===== src/rtl/fz_pkg.sv =====
package fz_pkg;

  localparam int NSETS = 7;

  // Output set for error set ie and change set id (0=NB .. 6=PB),
  // compressed from the diagonal sum of the two set numbers.
  function automatic logic [2:0] rule_of(input logic [2:0] ie, input logic [2:0] id);
    int s;
    s = int'(ie) + int'(id) - 6;
    if (s <= -4)      return 3'd0;
    else if (s <= -2) return 3'd1;
    else if (s == -1) return 3'd2;
    else if (s == 0)  return 3'd3;
    else if (s == 1)  return 3'd4;
    else if (s <= 3)  return 3'd5;
    else              return 3'd6;
  endfunction

endpackage


===== src/rtl/fz_scale.sv =====
module fz_scale #(
  parameter int XW  = 13,
  parameter int GW  = 8,
  parameter int GF  = 4,
  parameter int VW  = 11,
  parameter int LIM = 768
) (
  input  logic signed [XW-1:0] x,
  input  logic        [GW-1:0] g,
  output logic signed [VW-1:0] v
);
  localparam int PW = XW + GW + 1;
  localparam logic signed [PW-1:0] HI = PW'(LIM);
  localparam logic signed [PW-1:0] LO = -HI;

  logic signed [PW-1:0] prod;
  logic signed [PW-1:0] shd;

  always_comb begin
    prod = $signed({{(GW+1){x[XW-1]}}, x}) * $signed({{XW{1'b0}}, g});
    shd  = prod >>> GF;
    if (shd > HI)      v = HI[VW-1:0];
    else if (shd < LO) v = LO[VW-1:0];
    else               v = shd[VW-1:0];
  end
endmodule


===== src/rtl/fz_fuzzify.sv =====
module fz_fuzzify #(
  parameter int MSH = 8,
  parameter int VW  = MSH + 3
) (
  input  logic signed [VW-1:0] v,
  output logic        [2:0]    idx,
  output logic        [MSH:0]  mu_lo,
  output logic        [MSH:0]  mu_hi
);
  localparam int S = 1 << MSH;

  logic [VW-1:0]  t;
  logic [2:0]     seg;
  logic [MSH-1:0] frac;

  always_comb begin
    t    = $unsigned(v) + VW'(3 * S);
    seg  = t[VW-1:MSH];
    frac = t[MSH-1:0];
    if (seg >= 3'd6) begin
      idx   = 3'd5;
      mu_lo = '0;
      mu_hi = (MSH+1)'(S);
    end else begin
      idx   = seg;
      mu_lo = (MSH+1)'(S) - {1'b0, frac};
      mu_hi = {1'b0, frac};
    end
  end
endmodule


===== src/rtl/fz_rules.sv =====
module fz_rules
  import fz_pkg::*;
#(
  parameter int MSH      = 8,
  parameter int OUT_STEP = 256,
  parameter int NUMW     = 21,
  parameter int DENW     = 11
) (
  input  logic [2:0]      e_idx,
  input  logic [MSH:0]    e_lo,
  input  logic [MSH:0]    e_hi,
  input  logic [2:0]      d_idx,
  input  logic [MSH:0]    d_lo,
  input  logic [MSH:0]    d_hi,
  output logic            neg,
  output logic [NUMW-1:0] mag,
  output logic [DENW-1:0] den
);
  int acc;
  int dsum;
  int prod;

  always_comb begin
    acc  = 0;
    dsum = 0;
    for (int a = 0; a < 2; a++) begin
      for (int b = 0; b < 2; b++) begin
        int me;
        int md;
        int w;
        int k;
        me = (a == 1) ? int'(e_hi) : int'(e_lo);
        md = (b == 1) ? int'(d_hi) : int'(d_lo);
        w  = (me < md) ? me : md;
        k  = int'(rule_of(3'(e_idx + 3'(a)), 3'(d_idx + 3'(b)))) - 3;
        acc  = acc + w * k;
        dsum = dsum + w;
      end
    end
    prod = acc * OUT_STEP;
    neg  = prod < 0;
    mag  = NUMW'(neg ? -prod : prod);
    den  = DENW'(dsum);
  end
endmodule


===== src/rtl/fz_divpipe.sv =====
module fz_divpipe #(
  parameter int NUMW = 21,
  parameter int DENW = 11,
  parameter int QB   = 10
) (
  input  logic            clk,
  input  logic            rst,
  input  logic            in_v,
  input  logic            in_neg,
  input  logic [NUMW-1:0] in_mag,
  input  logic [DENW-1:0] in_den,
  output logic            out_v,
  output logic            out_neg,
  output logic [QB-1:0]   out_q
);
  logic            st_v   [0:QB-1];
  logic            st_neg [0:QB-1];
  logic [QB-1:0]   st_q   [0:QB-1];
  logic [NUMW-1:0] st_mag [0:QB-2];
  logic [DENW-1:0] st_den [0:QB-2];

  for (genvar k = 0; k < QB; k++) begin : g_stage
    localparam int B = QB - 1 - k;
    logic            cur_v, cur_neg, ge;
    logic [QB-1:0]   cur_q;
    logic [NUMW-1:0] cur_mag, trial;
    logic [DENW-1:0] cur_den;

    if (k == 0) begin : g_first
      assign cur_v   = in_v;
      assign cur_neg = in_neg;
      assign cur_q   = '0;
      assign cur_mag = in_mag;
      assign cur_den = in_den;
    end else begin : g_next
      assign cur_v   = st_v[k-1];
      assign cur_neg = st_neg[k-1];
      assign cur_q   = st_q[k-1];
      assign cur_mag = st_mag[k-1];
      assign cur_den = st_den[k-1];
    end

    assign trial = NUMW'(cur_den) << B;
    assign ge    = cur_mag >= trial;

    always_ff @(posedge clk) begin
      if (rst) st_v[k] <= 1'b0;
      else     st_v[k] <= cur_v;
      st_neg[k] <= cur_neg;
      st_q[k]   <= cur_q | (ge ? (QB'(1) << B) : '0);
    end

    if (k < QB - 1) begin : g_carry
      always_ff @(posedge clk) begin
        st_mag[k] <= ge ? (cur_mag - trial) : cur_mag;
        st_den[k] <= cur_den;
      end
    end
  end

  assign out_v   = st_v[QB-1];
  assign out_neg = st_neg[QB-1];
  assign out_q   = st_q[QB-1];

  // the weighted average always has a nonzero strength sum
  a_r7_den_nonzero: assert property (@(posedge clk) disable iff (rst)
    in_v |-> (in_den != '0));
endmodule


===== src/rtl/fuzzy_ref_ctrl.sv =====
module fuzzy_ref_ctrl #(
  parameter int W        = 12,
  parameter int GW       = 8,
  parameter int GF       = 4,
  parameter int MSH      = 8,
  parameter int OUT_STEP = 256
) (
  input  logic                clk,
  input  logic                rst,
  input  logic                smp_valid,
  input  logic signed [W-1:0] err_in,
  input  logic        [GW-1:0] e_gain,
  input  logic        [GW-1:0] de_gain,
  output logic                ref_valid,
  output logic signed [W-1:0] ref_out
);
  localparam int S    = 1 << MSH;
  localparam int LIM  = 3 * S;
  localparam int VW   = MSH + 3;
  localparam int DW   = W + 1;
  localparam int QB   = $clog2(3 * OUT_STEP + 1);
  localparam int DENW = MSH + 3;
  localparam int NUMW = DENW + QB;
  localparam int OMAX = 3 * OUT_STEP;

  // stage 1: difference, gain scaling, clamp
  logic signed [W-1:0]  prev_err;
  logic signed [DW-1:0] err_x, prev_x, de_raw;
  logic signed [VW-1:0] e_c, d_c;
  logic signed [VW-1:0] s1_e, s1_d;
  logic                 s1_v;

  assign err_x  = DW'(err_in);
  assign prev_x = DW'(prev_err);
  assign de_raw = err_x - prev_x;

  fz_scale #(.XW(DW), .GW(GW), .GF(GF), .VW(VW), .LIM(LIM)) u_scale_e (
    .x(err_x), .g(e_gain), .v(e_c));
  fz_scale #(.XW(DW), .GW(GW), .GF(GF), .VW(VW), .LIM(LIM)) u_scale_d (
    .x(de_raw), .g(de_gain), .v(d_c));

  always_ff @(posedge clk) begin
    if (rst) begin
      prev_err <= '0;
      s1_v     <= 1'b0;
    end else begin
      s1_v <= smp_valid;
      if (smp_valid) prev_err <= err_in;
    end
    s1_e <= e_c;
    s1_d <= d_c;
  end

  // stage 2: fuzzification
  logic [2:0]   fe_idx, fd_idx, s2_e_idx, s2_d_idx;
  logic [MSH:0] fe_lo, fe_hi, fd_lo, fd_hi;
  logic [MSH:0] s2_e_lo, s2_e_hi, s2_d_lo, s2_d_hi;
  logic         s2_v;

  fz_fuzzify #(.MSH(MSH), .VW(VW)) u_fz_e (
    .v(s1_e), .idx(fe_idx), .mu_lo(fe_lo), .mu_hi(fe_hi));
  fz_fuzzify #(.MSH(MSH), .VW(VW)) u_fz_d (
    .v(s1_d), .idx(fd_idx), .mu_lo(fd_lo), .mu_hi(fd_hi));

  always_ff @(posedge clk) begin
    if (rst) s2_v <= 1'b0;
    else     s2_v <= s1_v;
    s2_e_idx <= fe_idx;
    s2_e_lo  <= fe_lo;
    s2_e_hi  <= fe_hi;
    s2_d_idx <= fd_idx;
    s2_d_lo  <= fd_lo;
    s2_d_hi  <= fd_hi;
  end

  // stage 3: rule evaluation and accumulation
  logic            r_neg, s3_neg, s3_v;
  logic [NUMW-1:0] r_mag, s3_mag;
  logic [DENW-1:0] r_den, s3_den;

  fz_rules #(.MSH(MSH), .OUT_STEP(OUT_STEP), .NUMW(NUMW), .DENW(DENW)) u_rules (
    .e_idx(s2_e_idx), .e_lo(s2_e_lo), .e_hi(s2_e_hi),
    .d_idx(s2_d_idx), .d_lo(s2_d_lo), .d_hi(s2_d_hi),
    .neg(r_neg), .mag(r_mag), .den(r_den));

  always_ff @(posedge clk) begin
    if (rst) s3_v <= 1'b0;
    else     s3_v <= s2_v;
    s3_neg <= r_neg;
    s3_mag <= r_mag;
    s3_den <= r_den;
  end

  // defuzzification divide, QB stages
  logic          dv_v, dv_neg;
  logic [QB-1:0] dv_q;
  logic signed [W-1:0] q_s;

  fz_divpipe #(.NUMW(NUMW), .DENW(DENW), .QB(QB)) u_div (
    .clk(clk), .rst(rst), .in_v(s3_v), .in_neg(s3_neg), .in_mag(s3_mag),
    .in_den(s3_den), .out_v(dv_v), .out_neg(dv_neg), .out_q(dv_q));

  assign q_s = W'(dv_q);

  always_ff @(posedge clk) begin
    if (rst) begin
      ref_valid <= 1'b0;
      ref_out   <= '0;
    end else begin
      ref_valid <= dv_v;
      if (dv_v) ref_out <= dv_neg ? -q_s : q_s;
    end
  end

  // adjacent memberships of one input partition unity
  a_r5_partition_e: assert property (@(posedge clk) disable iff (rst)
    s2_v |-> ((MSH+2)'(s2_e_lo) + (MSH+2)'(s2_e_hi) == (MSH+2)'(S)));
  a_r5_partition_d: assert property (@(posedge clk) disable iff (rst)
    s2_v |-> ((MSH+2)'(s2_d_lo) + (MSH+2)'(s2_d_hi) == (MSH+2)'(S)));
  // results stay within the outermost output centres
  a_r10_range: assert property (@(posedge clk) disable iff (rst)
    ref_valid |-> (ref_out <= W'(OMAX) && ref_out >= -W'(OMAX)));
  // the reference moves only with a valid pulse
  a_r8_hold: assert property (@(posedge clk) disable iff (rst)
    (ref_out != $past(ref_out)) |-> ref_valid);
endmodule


===== config.mk =====
export PLATFORM = sky130hd
export DESIGN_NAME = fuzzy_ref_ctrl
export DESIGN_NICKNAME = d
export VERILOG_FILES = /design/src/rtl/fz_pkg.sv /design/src/rtl/fz_scale.sv /design/src/rtl/fz_fuzzify.sv /design/src/rtl/fz_rules.sv /design/src/rtl/fz_divpipe.sv /design/src/rtl/fuzzy_ref_ctrl.sv
export SDC_FILE = /design/constraint.sdc
export NUM_CORES = 2
export LEC_CHECK = 0
export BUFFER_PORTS_ARGS = -buffer_cell sky130_fd_sc_hd__buf_2
export CAP_MARGIN = 30
export CORE_MARGIN = 8
export CORE_UTILIZATION = 48
export DETAILED_ROUTE_END_ITERATION = 12
export PLACE_DENSITY = 0.67
export SYNTH_ARGS = -nofsm -noshare
export SYNTH_HDL_FRONTEND = slang
export SYNTH_SLANG_ARGS = --single-unit
export TNS_END_PERCENT = 30

===== constraint.sdc =====
create_clock -name clk -period 11.2 [get_ports clk]
set_input_delay 0.56 -clock clk [delete_from_list [all_inputs] [get_ports clk]]
set_output_delay 0.56 -clock clk [all_outputs]
set_load 0.005 [all_outputs]

-- Yosys cells after proc, flatten, opt, wreduce, memory -nomap -nowiden
Memories as Yosys holds them, arrays and structs flattened.
Cells that the tools add are included.
Widths: inputs -> output; s select.
- memories: 5
- bits in writable memories: 408
- flip-flop bits (word level): 125
- eq/ne operators: 8
- bitwise operators: 19
- add/sub/neg operators: 36
- reduce and logical (&&, ||, !) cells: 6
- $mul: 6
- order comparisons: 33
- muxes and demuxes: 66
- memory list (name ; depth ; width ; read ports ; clocked after memory_dff ; wr ports ; RTL line ; text):
    u_div.st_mag ; 9 ; 21 ; 9 ; 0 ; 9 ; fz_divpipe.sv:19 ; logic [NUMW-1:0] st_mag [0:QB-2];
    u_div.st_q ; 10 ; 10 ; 10 ; 0 ; 10 ; fz_divpipe.sv:18 ; logic [QB-1:0] st_q [0:QB-1];
    u_div.st_den ; 9 ; 11 ; 9 ; 0 ; 9 ; fz_divpipe.sv:20 ; logic [DENW-1:0] st_den [0:QB-2];
    u_div.st_neg ; 10 ; 1 ; 10 ; 0 ; 10 ; fz_divpipe.sv:17 ; logic st_neg [0:QB-1];
    u_div.st_v ; 10 ; 1 ; 10 ; 0 ; 10 ; fz_divpipe.sv:16 ; logic st_v [0:QB-1];
- operators by type and width (operator ; count):
    $le 32x3->1 const B ; 8
    $mux 21 ; 10
    $eq 32x1->1 const B ; 4
    $eq 32x2->1 const B ; 4
    $le 32x2->1 const B ; 4
    $logic_not 32->1 ; 4
    $mul 32x32->24 ; 4
    $sub 32x4->32 const B ; 4
    $add 24x24->24 ; 3
    $or 10x10->10 ; 7
    $mux 3 ; 21
    $mux 9 ; 7
    $lt 9x9->1 ; 4
    $add 11x11->11 ; 3
    $lt 32x1->1 const B ; 1
    $add 11x10->11 const B ; 2
    $mul 13x9->22 ; 1
    $mux 11 ; 2
    $ge 21x11->1 ; 1
    $ge 21x12->1 ; 1
    $ge 21x13->1 ; 1
    $ge 21x14->1 ; 1
    $ge 21x15->1 ; 1
    $ge 21x16->1 ; 1
    39 further kinds ; 75

-- Longest topological paths before layout
- depth in word-level cells: 17
- mapped depth: 39
- gate-level depth less buffers: 38

-- Modules after synthesis
From an unflattened synthesis, not the netlist that was laid out.
- cells, all modules: 3852
- area total of the unflattened synthesis: 35977.0 um2
- modules (own cells, without submodules) (module ; instances ; seq. area each (um2) ; area each (um2) ; cells an instance):
    fz_divpipe ; 1 ; 7267.0 ; 14855.5 ; 1481
    fz_rules ; 1 ; 0.0 ; 8390.5 ; 967
    fz_scale (u_scale_d) ; 1 ; 0.0 ; 4242.8 ; 510
    fz_scale (u_scale_e) ; 1 ; 0.0 ; 4145.2 ; 497
    fuzzy_ref_ctrl ; 1 ; 2502.4 ; 3752.3 ; 307
    fz_fuzzify ; 2 ; 0.0 ; 295.3 ; 45

-- Least setup slack after synthesis
No wires, ideal clock.
- path kind: register -> register
- start point: reg s2_d_idx[1]
- end point: reg s3_mag[19]
- stages on the path, launching flop included: 31
- path slack: 2.436 ns
- arrival: 8.692 ns
- required time: 11.128 ns
- path through: dfxtp_1 > ha_1 > fa_1 > xor2_1 > ha_1 > inv_1 > ha_1 > and4b_1 > a22oi_1 > inv_1 > ha_1 > xor2_1 > or2_2 > fa_1 > fa_1 > inv_1 > fa_1 > fa_1 > inv_1 > fa_1 > inv_1 > fa_1 > ha_1 > o211ai_1 > o21ai_1 > xor2_1 > nor3_1 > or3b_2 > or3_1 > o31ai_1 > xnor2_1
- word-level cells in the longest chain between the ends: 17
- elaborated cells between the ends (all ways): 71
- RTL lines (element ; RTL line ; text):
    start, declared ; fuzzy_ref_ctrl.sv:55 ; logic [2:0] fe_idx, fd_idx, s2_e_idx, s2_d_idx;
    start signal, assigned ; fuzzy_ref_ctrl.sv:71 ; s2_d_idx <= fd_idx;
    $add 3x1->3 ; fz_rules.sv:35 ; k = int'(rule_of(3'(e_idx + 3'(a)), 3'(d_idx + 3'(b)))) - 3;
    $add 3x3->4 ; fz_pkg.sv:9 ; s = int'(ie) + int'(id) - 6;
    $sub 32x4->32 ; fz_pkg.sv:9 ;
    $le 32x3->1 ; fz_pkg.sv:15 ; else if (s <= 3) return 3'd5;
    $mux 2 ; fz_pkg.sv:15 ;
    $mux 3 ; fz_pkg.sv:14 ; else if (s == 1) return 3'd4;
    $mux 3 ; fz_pkg.sv:13 ; else if (s == 0) return 3'd3;
    $mux 3 ; fz_pkg.sv:12 ; else if (s == -1) return 3'd2;
    $mux 3 ; fz_pkg.sv:11 ; else if (s <= -2) return 3'd1;
    $mux 3 ; fz_pkg.sv:10 ; if (s <= -4) return 3'd0;
    $sub 3x2->4 ; fz_rules.sv:35 ;
    $mul 32x32->24 ; fz_rules.sv:36 ; acc = acc + w * k;
    $add 24x24->24 (2 in series) ; fz_rules.sv:36 ;
    $add 24x24->24 (*) ; fz_rules.sv:36 ;
    $lt 32x1->1 / $neg 21->21 (equally long branches) ; fz_rules.sv:41, fz_rules.sv:42 ;
    $mux 21 (*) ; fz_rules.sv:42 ; mag = NUMW'(neg ? -prod : prod);
    named net r_mag[19] ; fuzzy_ref_ctrl.sv:78 ; logic [NUMW-1:0] r_mag, s3_mag;
    end signal, assigned ; fuzzy_ref_ctrl.sv:90 ; s3_mag <= r_mag;
    end, declared ; fuzzy_ref_ctrl.sv:78 ;
Mark *: on every way through the listed nets, which the timed path passes. The rest lies on a longest branch.
A chain may end at the register's enable or synchronous reset.

-- Worst setup path after layout
- start point: reg s2_e_idx[1]
- end point: reg s3_mag[19]
- word-level cells in the longest chain between the ends: 16
- elaborated cells between the ends (all ways): 71
- RTL lines (element ; RTL line ; text):
    start, declared ; fuzzy_ref_ctrl.sv:55 ;
    start signal, assigned ; fuzzy_ref_ctrl.sv:68 ; s2_e_idx <= fe_idx;
    $add 3x3->4 / $add 3x1->3 (equally long branches) ; fz_pkg.sv:9, fz_rules.sv:35 ;
    $sub 32x4->32 / $add 3x3->4 (equally long branches) ; fz_pkg.sv:9 ;
    $le 32x3->1 / $sub 32x4->32 (equally long branches) ; fz_pkg.sv:15, fz_pkg.sv:9 ;
    $mux 2 / $le 32x3->1 (equally long branches) ; fz_pkg.sv:15 ;
    $mux 3 / $mux 2 (equally long branches) ; fz_pkg.sv:14, fz_pkg.sv:15 ;
    $mux 3 (on tied branches) ; fz_pkg.sv:13, fz_pkg.sv:14 ;
    $mux 3 (on tied branches) ; fz_pkg.sv:12, fz_pkg.sv:13 ;
    $mux 3 (on tied branches) ; fz_pkg.sv:11, fz_pkg.sv:12 ;
    $mux 3 (on tied branches) ; fz_pkg.sv:10, fz_pkg.sv:11 ;
    $sub 3x2->4 / $mux 3 (equally long branches) ; fz_rules.sv:35, fz_pkg.sv:10 ;
    $mul 32x32->24 / $sub 3x2->4 (equally long branches) ; fz_rules.sv:36, fz_rules.sv:35 ;
    $add 24x24->24 / $mul 32x32->24 (equally long branches) ; fz_rules.sv:36 ;
    $add 24x24->24 ; fz_rules.sv:36 ;
    $add 24x24->24 (*) ; fz_rules.sv:36 ;
    $lt 32x1->1 / $neg 21->21 (equally long branches) ; fz_rules.sv:41, fz_rules.sv:42 ;
    $mux 21 (*) ; fz_rules.sv:42 ;
    named net r_mag[19] ; fuzzy_ref_ctrl.sv:78 ;
Marked as above.

==> flow_summary.rst <==
.. list-table::
   :header-rows: 1

   * - Metric
     - Value
   * - Post-CTS Repair Setup Buffers
     - 0
   * - Vias post-DR
     - 23690
   * - Sinks on Clock Net
     - 434
   * - Number of standard-cell rows in the floorplan
     - 96
   * - Critical path endpoint category
     - flip-flop
   * - Detailed placer's ending HPWL
     - 56.12 mm
   * - Pin count of the biggest net entering global routing
     - 39
   * - Worst max-slew margin expressed relative to the limit
     - 0.3635
   * - Startpoint-to-endpoint class of the critical path
     - flip-flop to flip-flop
   * - Final ANT Viol Nets
     - 0
   * - Max-cap violations
     - 0
   * - Final hold violation count
     - 0
   * - PostCTS Resize Cnt
     - 0
   * - Chip Height
     - 278.4 um
   * - Flip-flop cell with the highest count after synthesis
     - sky130_fd_sc_hd__dfxtp_1
   * - Final number of setup-violating endpoints
     - 0
   * - Clock tree from TritonCTS
     - done
   * - Cell seen most often among critical-path stages
     - sky130_fd_sc_hd__fa_1
   * - Hold path startpoint
     - u_div.st_q[8][4]
   * - Final min period
     - 10.17 ns
   * - Final antenna diode count
     - 0
   * - Clock transition at the register clock pins on the worst setup and hold paths after CTS
     - 0.06 ns
   * - Std-Cell Core Area
     - 68350 sq um
   * - Growth of design area from synthesis to finish
     - 8.561%
   * - Worst Setup SP
     - s2_e_idx[1]
   * - Cell with the biggest individual delay on the critical path
     - sky130_fd_sc_hd__o21ai_0
   * - Sum of negative setup slack
     - 0 ns
   * - Avg Synthesized Cell Area
     - 9.126 sq um
   * - Commonest non-fill, non-tap cell in the layout
     - sky130_fd_sc_hd__inv_1
   * - Placed Cells
     - 4494
   * - Share of post-route cells with drive strength above 1
     - 0.05112
   * - Width of the die
     - 278.4 um
   * - Fmax
     - 98.32 MHz
   * - Total I/O pin count
     - 44
   * - Routed length per placed instance
     - 15.08 um
   * - Fillers
     - 6193
   * - Num CTS Buffers
     - 46
   * - Data required time of the critical path
     - 11.70 ns
   * - CTS Root Cell
     - sky130_fd_sc_hd__clkbuf_16
   * - Number of global-route vias before repair
     - 24150
   * - Clock insertion delay at the later pin of the skew report
     - 0.57 ns
   * - Number of library cell types mapped by synthesis
     - 80
   * - Number of optimization iterations in the first detailed-route pass
     - 5
   * - Clock Tree Buf Depth
     - 3
   * - Count of synthesis-stage warnings from yosys
     - 0
   * - Count of pins over their slew limit
     - 0
   * - Number of antenna violations at the first check in global routing
     - 0
   * - Total gr overflow
     - 0
   * - Clock tree skew after final layout
     - 0.01276 ns
   * - Full die area
     - 77490 sq um
   * - Port buffer count
     - 43
   * - EDFF count, synth
     - 0
   * - Path type of the worst min-delay path
     - flip-flop to flip-flop
   * - Synthesized area
     - 33040 sq um
   * - Unrepaired setup endpoints after global routing
     - false
   * - Hold Buf Count CTS
     - 0
   * - Global-route wire length before repair
     - 118.4 mm
   * - Highest-count cells in the layout ignoring fill and taps
     - sky130_fd_sc_hd__inv_1 (644), sky130_fd_sc_hd__dfxtp_1 (434), sky130_fd_sc_hd__ha_1 (334)
   * - Async set-or-reset flop fraction in the synthesized netlist
     - 0
   * - Post-detailed-route DRC marker count
     - 0
   * - Area after detailed placement
     - 34190 sq um
   * - Syn_nets
     - 4311
   * - Highest fanout seen on the critical path
     - 15
   * - Startpoint of the worst-slack reg-to-reg timing path
     - s2_e_idx[1]
   * - Final period utilization
     - 0.9081
   * - Number of DRC markers in iteration 0
     - 1202
   * - Number of nets in the layout
     - 4351
   * - Routability Congestion
     - 0.8785
   * - Global router's overall resource usage
     - 0.1820
   * - Sequential fraction of the synthesis area
     - 0.2629
   * - Final instance area
     - 35870 sq um
   * - Outcome
     - complete, no violations
   * - CTS H-tree lvls
     - 2
   * - Synthesized netlist cell count
     - 3621
   * - Transition time of the tightest slew-check pin
     - 0.9282 ns
   * - Critical path launch point type
     - flip-flop
   * - Fraction of the core area covered by cells at the end of the flow
     - 0.5249
   * - Initial Util
     - 0.4835
   * - Register bit count reported by yosys
     - 434
   * - Number of standard cells in the final layout excluding fillers
     - 4579
   * - Via-per-instance ratio
     - 5.173
   * - Largest stage delay on the critical path
     - 0.65 ns
   * - Final Routed Wirelength
     - 69.04 mm
   * - Crit path arrival time
     - 10.67 ns
final cells by class:
class / instances / area [sq um] / share of cell area
inverter: 646 / 2425 / 0.06759
clock buffer: 63 / 1389 / 0.03871
clock inverter: 21 / 286.5 / 0.007987
timing repair buffer: 51 / 276.5 / 0.007708
multi-input combinational: 2482 / 21700 / 0.6050
sequential: 434 / 8688 / 0.2422
tap: 882 / 1104 / 0.03076
worst max-delay path: cells and delay by family, from the launching register on:
kind / cells / cell delay (ns)
AOI/OAI and AO/OA: 5 / 1.92
xor gates and xnor gates: 3 / 0.74
adders and majority gates: 12 / 5.42
buffers and inverters: 5 / 0.64
DFF: 1 / 0.49
and+or+nand+nor: 4 / 0.88
kinds of logic after synthesis:
| logic type | after synthesis | synth area share |
|---|---|---|
| compound gates | 527 | 0.1025 |
| xor+xnor | 205 | 0.05456 |
| fa+ha+maj | 661 | 0.3240 |
| buf+inv | 705 | 0.08042 |
| flops | 434 | 0.2629 |
| mux | 61 | 0.01977 |
| simple gates | 1028 | 0.1558 |
cell usage after synthesis, drive strengths merged (8+ instances only):
master	number	area (sq um)
nand3b	12	90.09
dfxtp	434	8688
mux2	24	270.3
nor2b	77	481.7
inv	646	2425
nand4	22	137.6
o21bai	11	82.58
a211o	10	87.58
or2	16	100.1
a21oi	148	744.5
nor4b	11	108.9
buf	9	45.03
a31oi	10	68.81
a21o	65	488.0
a211oi	25	187.7
o21a	26	195.2
nor3	57	285.3
nand3	50	250.2
o31ai	19	142.6
o211ai	9	67.56
and3	8	50.05
fa	325	6506
xor2	80	700.7
nor4	18	112.6
mux2i	37	382.9
nor2	225	844.6
nand2	282	1059
and2	148	925.9
nand2b	54	337.8
a21boi	8	60.06
or3	20	130.1
o21ai	135	675.6
xnor2	125	1102
clkbuf	50	187.7
ha	334	4179
final timing paths:
kind / end / slack (ns) / cells after the start
hold reg to reg: u_div.st_q[9][4] / 0.32 / 0
setup / recovery: s3_mag[19] / 1.03 / 29
hold / removal: u_div.st_q[9][4] / 0.32 / 0
setup reg to reg: s3_mag[19] / 1.03 / 29
metal layers:
layer | wire length (um) | up-vias | track usage
li1 | - | 11770 | -
met3 | 2880 | 112 | 0.02496
met2 | 32240 | 404 | 0.3059
met1 | 32220 | 11400 | 0.2450
met5 | 0 | - | 0
met4 | 1702 | 0 | 0.04920
sequential cells by signal, summed over array words and instances (netlist names), 11 cells and up:
| register | cells |
|---|---|
| s1_d | 11 |
| u_div.st_mag | 145 |
| prev_err | 12 |
| s1_e | 11 |
| s3_den | 11 |
| s3_mag | 13 |
| u_div.st_q | 55 |
| u_div.st_den | 99 |
| ref_out | 12 |
stage by stage:
stage | worst slack, ns | hold WS, ns
floorplan | 2.436 | 0.3096
global placement | 1.471 | 0.3102
detailed placement | 1.090 | 0.3121
CTS | 1.071 | 0.3248
global route | 0.3125 | 0.3291
finish | 1.029 | 0.3152
Power is not shown: default switching activity piles up to over one toggle a cycle in this logic, so the estimate is an artifact.
